`src/rtl/nvm_ctl_pkg.sv`:
```
package nvm_ctl_pkg;
  localparam int B_PROG  = 7;
  localparam int B_CFG   = 6;
  localparam int B_ERASE = 4;
  localparam int B_ERR   = 3;
  localparam int B_WREN  = 2;
  localparam int B_WR    = 1;
  localparam int B_RD    = 0;

  typedef enum logic [1:0] {
    OP_IDLE  = 2'd0,
    OP_READ  = 2'd1,
    OP_WRITE = 2'd2,
    OP_ERASE = 2'd3
  } mem_op_e;
endpackage

```
`src/rtl/nvm_ctl_bits.sv`:
```
module nvm_ctl_bits
  import nvm_ctl_pkg::*;
(
  input  logic       clk,
  input  logic       por_n,
  input  logic       wrst_n,
  input  logic       we,
  input  logic [7:0] wdata,
  input  logic       complete,
  output logic       prog_sel,
  output logic       cfg_sel,
  output logic       erase_en,
  output logic       wr_err,
  output logic       wr_en,
  output logic       wr_cmd,
  output logic       rd_cmd,
  output logic       start
);
  logic busy;
  logic host_ok;
  logic rd_set;

  assign busy    = wr_cmd;
  assign host_ok = we && !busy;
  // write command accepted only with the gate already open
  assign start   = host_ok && wdata[B_WR] && wr_en;
  // read refused while program array selected; write command wins
  assign rd_set  = host_ok && wdata[B_RD] && !prog_sel && !rd_cmd && !start;

  always_ff @(posedge clk) begin
    if (!por_n) begin
      prog_sel <= 1'b0;
      cfg_sel  <= 1'b0;
      erase_en <= 1'b0;
      wr_err   <= 1'b0;
      wr_en    <= 1'b0;
      wr_cmd   <= 1'b0;
      rd_cmd   <= 1'b0;
    end else if (!wrst_n) begin
      wr_err   <= wr_err | wr_cmd;
      erase_en <= 1'b0;
      wr_en    <= 1'b0;
      wr_cmd   <= 1'b0;
      rd_cmd   <= 1'b0;
    end else begin
      rd_cmd <= rd_set;
      if (host_ok) begin
        prog_sel <= wdata[B_PROG];
        cfg_sel  <= wdata[B_CFG];
        erase_en <= wdata[B_ERASE];
        wr_err   <= wdata[B_ERR];
        wr_en    <= wdata[B_WREN];
      end
      if (start) begin
        wr_cmd <= 1'b1;
      end else if (complete) begin
        wr_cmd   <= 1'b0;
        erase_en <= 1'b0;
        wr_err   <= 1'b0;
      end
    end
  end

  p_rd_pulse_r3: assert property (@(posedge clk) disable iff (!por_n || !wrst_n)
    rd_cmd |=> !rd_cmd);

  p_rd_prog_r4: assert property (@(posedge clk) disable iff (!por_n || !wrst_n)
    $rose(rd_cmd) |-> !$past(prog_sel));

  p_wr_gate_r6: assert property (@(posedge clk) disable iff (!por_n || !wrst_n)
    $rose(wr_cmd) |-> $past(wr_en));

  p_lock_r10: assert property (@(posedge clk) disable iff (!por_n || !wrst_n)
    (wr_cmd && $past(wr_cmd)) |-> $stable({prog_sel, cfg_sel, erase_en, wr_en}));
endmodule

```
`src/rtl/nvm_ctl_seq.sv`:
```
module nvm_ctl_seq #(
  parameter int AW          = 16,
  parameter int ROW_BITS    = 6,
  parameter int PROG_CYCLES = 16
) (
  input  logic          clk,
  input  logic          por_n,
  input  logic          wrst_n,
  input  logic          start,
  input  logic          busy,
  input  logic          erase_en,
  input  logic [AW-1:0] addr_in,
  input  logic          mem_done,
  output logic          complete,
  output logic [AW-1:0] wr_addr
);
  localparam int LAST = PROG_CYCLES - 1;
  localparam int CW   = $clog2(PROG_CYCLES + 1);

  logic [CW-1:0] cnt;
  logic          done_seen;
  logic [AW-1:0] addr_lat;
  logic          timer_up;

  assign timer_up = (cnt == CW'(LAST));
  assign complete = busy && timer_up && (mem_done || done_seen);

  always_ff @(posedge clk) begin
    if (!por_n || !wrst_n) begin
      cnt       <= '0;
      done_seen <= 1'b0;
      addr_lat  <= '0;
    end else if (start) begin
      cnt       <= '0;
      done_seen <= 1'b0;
      addr_lat  <= addr_in;
    end else if (busy) begin
      if (!timer_up) cnt <= cnt + 1'b1;
      if (mem_done) done_seen <= 1'b1;
    end
  end

  generate
    if (ROW_BITS > 0) begin : g_row
      assign wr_addr = erase_en ? {addr_lat[AW-1:ROW_BITS], {ROW_BITS{1'b0}}} : addr_lat;
    end else begin : g_flat
      assign wr_addr = addr_lat;
    end
  endgenerate

  p_addr_hold_r8: assert property (@(posedge clk) disable iff (!por_n || !wrst_n)
    (busy && $past(busy)) |-> $stable(addr_lat));
endmodule

```
`src/rtl/nvm_ctl.sv`:
```
module nvm_ctl
  import nvm_ctl_pkg::*;
#(
  parameter int AW          = 16,
  parameter int ROW_BITS    = 6,
  parameter int PROG_CYCLES = 16
) (
  input  logic          clk,
  input  logic          por_n,
  input  logic          wrst_n,
  input  logic          reg_we,
  input  logic [7:0]    reg_wdata,
  output logic [7:0]    reg_rdata,
  input  logic [AW-1:0] addr_in,
  output logic          mem_req,
  output logic [1:0]    mem_op,
  output logic [AW-1:0] mem_addr,
  output logic          mem_prog,
  output logic          mem_cfg,
  input  logic          mem_done
);
  logic prog_sel, cfg_sel, erase_en, wr_err, wr_en, wr_cmd, rd_cmd;
  logic start, complete;
  logic [AW-1:0] wr_addr;
  mem_op_e op;

  nvm_ctl_bits u_bits (
    .clk      (clk),
    .por_n    (por_n),
    .wrst_n   (wrst_n),
    .we       (reg_we),
    .wdata    (reg_wdata),
    .complete (complete),
    .prog_sel (prog_sel),
    .cfg_sel  (cfg_sel),
    .erase_en (erase_en),
    .wr_err   (wr_err),
    .wr_en    (wr_en),
    .wr_cmd   (wr_cmd),
    .rd_cmd   (rd_cmd),
    .start    (start)
  );

  nvm_ctl_seq #(
    .AW          (AW),
    .ROW_BITS    (ROW_BITS),
    .PROG_CYCLES (PROG_CYCLES)
  ) u_seq (
    .clk      (clk),
    .por_n    (por_n),
    .wrst_n   (wrst_n),
    .start    (start),
    .busy     (wr_cmd),
    .erase_en (erase_en),
    .addr_in  (addr_in),
    .mem_done (mem_done),
    .complete (complete),
    .wr_addr  (wr_addr)
  );

  always_comb begin
    if (rd_cmd)      op = OP_READ;
    else if (wr_cmd) op = erase_en ? OP_ERASE : OP_WRITE;
    else             op = OP_IDLE;
  end

  assign mem_op    = op;
  assign mem_req   = rd_cmd | wr_cmd;
  assign mem_addr  = wr_cmd ? wr_addr : addr_in;
  assign mem_cfg   = cfg_sel;
  assign mem_prog  = prog_sel & ~cfg_sel;
  assign reg_rdata = {prog_sel, cfg_sel, 1'b0, erase_en, wr_err, wr_en, wr_cmd, rd_cmd};

  p_one_cmd_r5: assert property (@(posedge clk) disable iff (!por_n || !wrst_n)
    $onehot0({rd_cmd, wr_cmd}));

  p_erase_row_r8: assert property (@(posedge clk) disable iff (!por_n || !wrst_n)
    (mem_req && mem_op == OP_ERASE) |-> (mem_addr[ROW_BITS-1:0] == '0));
endmodule

```
`config.mk`:
```
export PLATFORM = sky130hd
export DESIGN_NAME = nvm_ctl
export DESIGN_NICKNAME = d
export VERILOG_FILES = /design/src/rtl/nvm_ctl_pkg.sv /design/src/rtl/nvm_ctl_bits.sv /design/src/rtl/nvm_ctl_seq.sv /design/src/rtl/nvm_ctl.sv
export SDC_FILE = /design/constraint.sdc
export NUM_CORES = 1
export LEC_CHECK = 0
export BUFFER_PORTS_ARGS = -buffer_cell sky130_fd_sc_hd__clkbuf_2
export CAP_MARGIN = 15
export CORE_MARGIN = 5
export CORE_UTILIZATION = 44
export DETAILED_ROUTE_END_ITERATION = 10
export PLACE_DENSITY_LB_ADDON = 0.15
export SYNTH_ARGS = -nofsm -noshare
export SYNTH_HDL_FRONTEND = slang
export SYNTH_HIERARCHICAL = 1
export SYNTH_SLANG_ARGS = --single-unit
```
`constraint.sdc`:
```
create_clock -name clk -period 1.39 [get_ports clk]
set_input_delay 0.139 -clock clk [delete_from_list [all_inputs] [get_ports clk]]
set_output_delay 0.139 -clock clk [all_outputs]
set_load 0.1 [all_outputs]
```
==> results.json <==
{
  "yosysSeqAreaShare_pct": 36.2,
  "maxCapViolations": 0,
  "synthArstFlopShare_pct": 0,
  "die_area_um2": 4950,
  "globalRouteOverflowTotal": 0,
  "crit_slowest_cell": "dfxtp_4",
  "worstMarginPinSlew_ps": 542,
  "routed_wl_mm": 3.91,
  "place_area_um2": 2210,
  "clock-sinks": 29,
  "syn_inst": 157,
  "worstPathMaxFanout": 6,
  "die_x_um": 70.4,
  "path_cells": "buf_8, mux2_4, buf_12",
  "ys_warn_count": 6,
  "placed_cells_incl_taps": 244,
  "fin_nets": 242,
  "violations": "setup timing",
  "dp_hpwl_mm": 2.74,
  "peakVddDrop_v": 0.000550,
  "skew_ps": 2.64,
  "start_kind": "register",
  "slew-limit-headroom_pct": 64.0,
  "cts_buffers": 5,
  "layout_common_cells": "30 x clkbuf_2, 25 x buf_12, 24 x dfxtp_1",
  "die_h_um": 70.4,
  "wl_per_cell_um": 15.1,
  "path_delay_family": "flip-flops",
  "fin_tns_setup_ps": -1340,
  "io_buffers": 55,
  "yosys_most_used_dff": "dfxtp_1",
  "cts_buffer_depth": 2,
  "finalHoldViolations": 0,
  "p_per_area_nw_per_um2": 857,
  "fillers": 280,
  "cts_tree": "built",
  "fin_crit_sh_pct": 107,
  "avgViaCountPerCell": 4.87,
  "std_cell_rows": 22,
  "drive_gt1_share_pct": 54.5,
  "clk_pin_slew_ps": 60,
  "slew_violations": 0,
  "clk_latency_ps": 280,
  "fin_area_um2": 2510,
  "start_util_pct": 44.5,
  "core-area_um2": 3610,
  "syn-num-nets": 188,
  "synth_edf_count": 0,
  "path_class": "register to output port",
  "vias": 1261,
  "path_buf_inv": 2,
  "drtAntennaViolNets": 0,
  "gp_congestion": 0.797,
  "status": "complete, but fails checks",
  "final_cells": 259,
  "drc": 0,
  "max_stage_delay_ps": 420,
  "final_core_util_pct": 69.6,
  "setup_viol": 18,
  "antenna_found_initial": 0,
  "grt_max_degree": 18,
  "ctsHoldBuffers": 0,
  "arrival_ps": 1340,
  "grt_pass1_vias": 1264,
  "rsz0062_at_grt": "true",
  "avgSynthCellArea_um2": 10.2,
  "io_pins": 58,
  "track_usage_pct": 15.1,
  "ys_ff_latch": 29,
  "critPathRequiredTime_ps": 1250,
  "hold_class": "input port to register",
  "leakage_uw": 0.00108,
  "firstDrtPassIters": 4,
  "root_buffer": "clkbuf_8",
  "grt_pass1_wl_mm": 5.96,
  "setup_slack_ps": -93.8,
  "htreeDepth": 2,
  "synth_cell_type_count": 35,
  "netlist_area_um2": 1600,
  "cp-end-kind": "output port",
  "diodes": 0,
  "fmaxAchievable_mhz": 674,
  "drt-initial-drc-count": 37,
  "layout_commonest_cell": "clkbuf_2",
  "period_minus_slack_ps": 1480,
  "syn_to_final_growth_pct": 56.5
}
per-stage QoR:
stage | hold WS (ps) | worst slack, ps | power [µW]
6_report | 105 | -93.8 | 2150
4_1_cts | 94.5 | -94.7 | 2170
2_1_floorplan | 226 | -65.1 | 1260
5_1_grt | 103 | -161 | 2240
3_3_place_gp | 378 | -80.3 | 1450
3_5_place_dp | 390 | -123 | 1460
metal layers:
metal | routed length (µm) | share of wire, % | GRT usage (%) | up-vias
met5 | 0 | 0 | 0 | -
met1 | 1710 | 44 | 18.4 | 586
met4 | 98 | 2.5 | 7.23 | 0
met3 | 253 | 6.5 | 6.04 | 9
met2 | 1850 | 47 | 23.1 | 49
li1 | - | - | - | 617
synth_stat cells (2+ instances only):
cell type  number  area [µm²]
mux2_2          9         101
mux2_4          7         105
mux2i_1        22         220
or2_1           2        12.5
ha_1            2        25.0
xnor2_1         2        17.5
nand3b_1        2        15.0
nand2_1         2        7.51
nor2b_1        10        62.6
nor2_1         22        82.6
dfxtp_1        29         581
inv_1           3        11.3
a21oi_1         4        20.0
buf_4          20         150
area by class of cell:
class                           count  area (µm²)  share of cell area [%]
Clock buffer                        7        86.3                    3.44
Inverter                            3        16.3                   0.648
Multi-Input combinational cell    101         920                    36.6
Sequential cell                    29         589                    23.5
Tap cell                           48        60.1                    2.39
Timing Repair Buffer               71         838                    33.4
worst register-to-register path, stage by stage, from the launching register on:
cell      delay, ps
dfxtp_2         340
ha_4            160
and3_4          150
ha_4            160
nand4b_1        180
or3_1           320
a21oi_1         120
worst paths after layout:
| check | cells after the start | slack (ps) | to | start |
|---|---|---|---|---|
| worst min-delay path | 3 | 100 | u_bits/wr_en | reg_wdata[2] |
| worst max-delay path | 3 | -90 | mem_addr[2] | u_bits/wr_cmd |
| worst min register to register | 2 | 490 | u_seq/done_seen | u_seq/done_seen |
| worst max register to register | 6 | -90 | u_seq/cnt[3] | u_seq/cnt[0] |
what timing repair did:
item,CTS,global route
cloned,0,3
endpoints found under the setup margin,24,39
pin swaps,2,6
resized for setup,10,17
setup buffers,3,2
flip-flops by register name (all words and copies together), names as in the netlist:
signal,count
u_seq/cnt,5
u_bits/erase_en,1
u_bits/wr_err,1
u_bits/prog_sel,1
u_bits/wr_cmd,1
u_bits/wr_en,1
u_seq/done_seen,1
u_bits/rd_cmd,1
u_seq/addr_lat,16
u_bits/cfg_sel,1
logic make-up after synthesis:
group	Yosys count	share of synthesized area (%)
AO/OA/AOI/OAI	11	4.91
XOR/XNOR	2	1.09
adder cells (fa/ha/maj)	2	1.56
buffers and inverters	27	12.6
flip-flops	29	36.2
multiplexers	38	26.6
other	1	0.234
AND/OR/NAND/NOR	47	16.8
where the power goes:
| part | internal [µW] | switching, µW |
|---|---|---|
| logic | 217 | 389 |
| clock network | 392 | 302 |
| registers | 840 | 11.8 |
No activity file was read; power rests on OpenSTA's default activity.
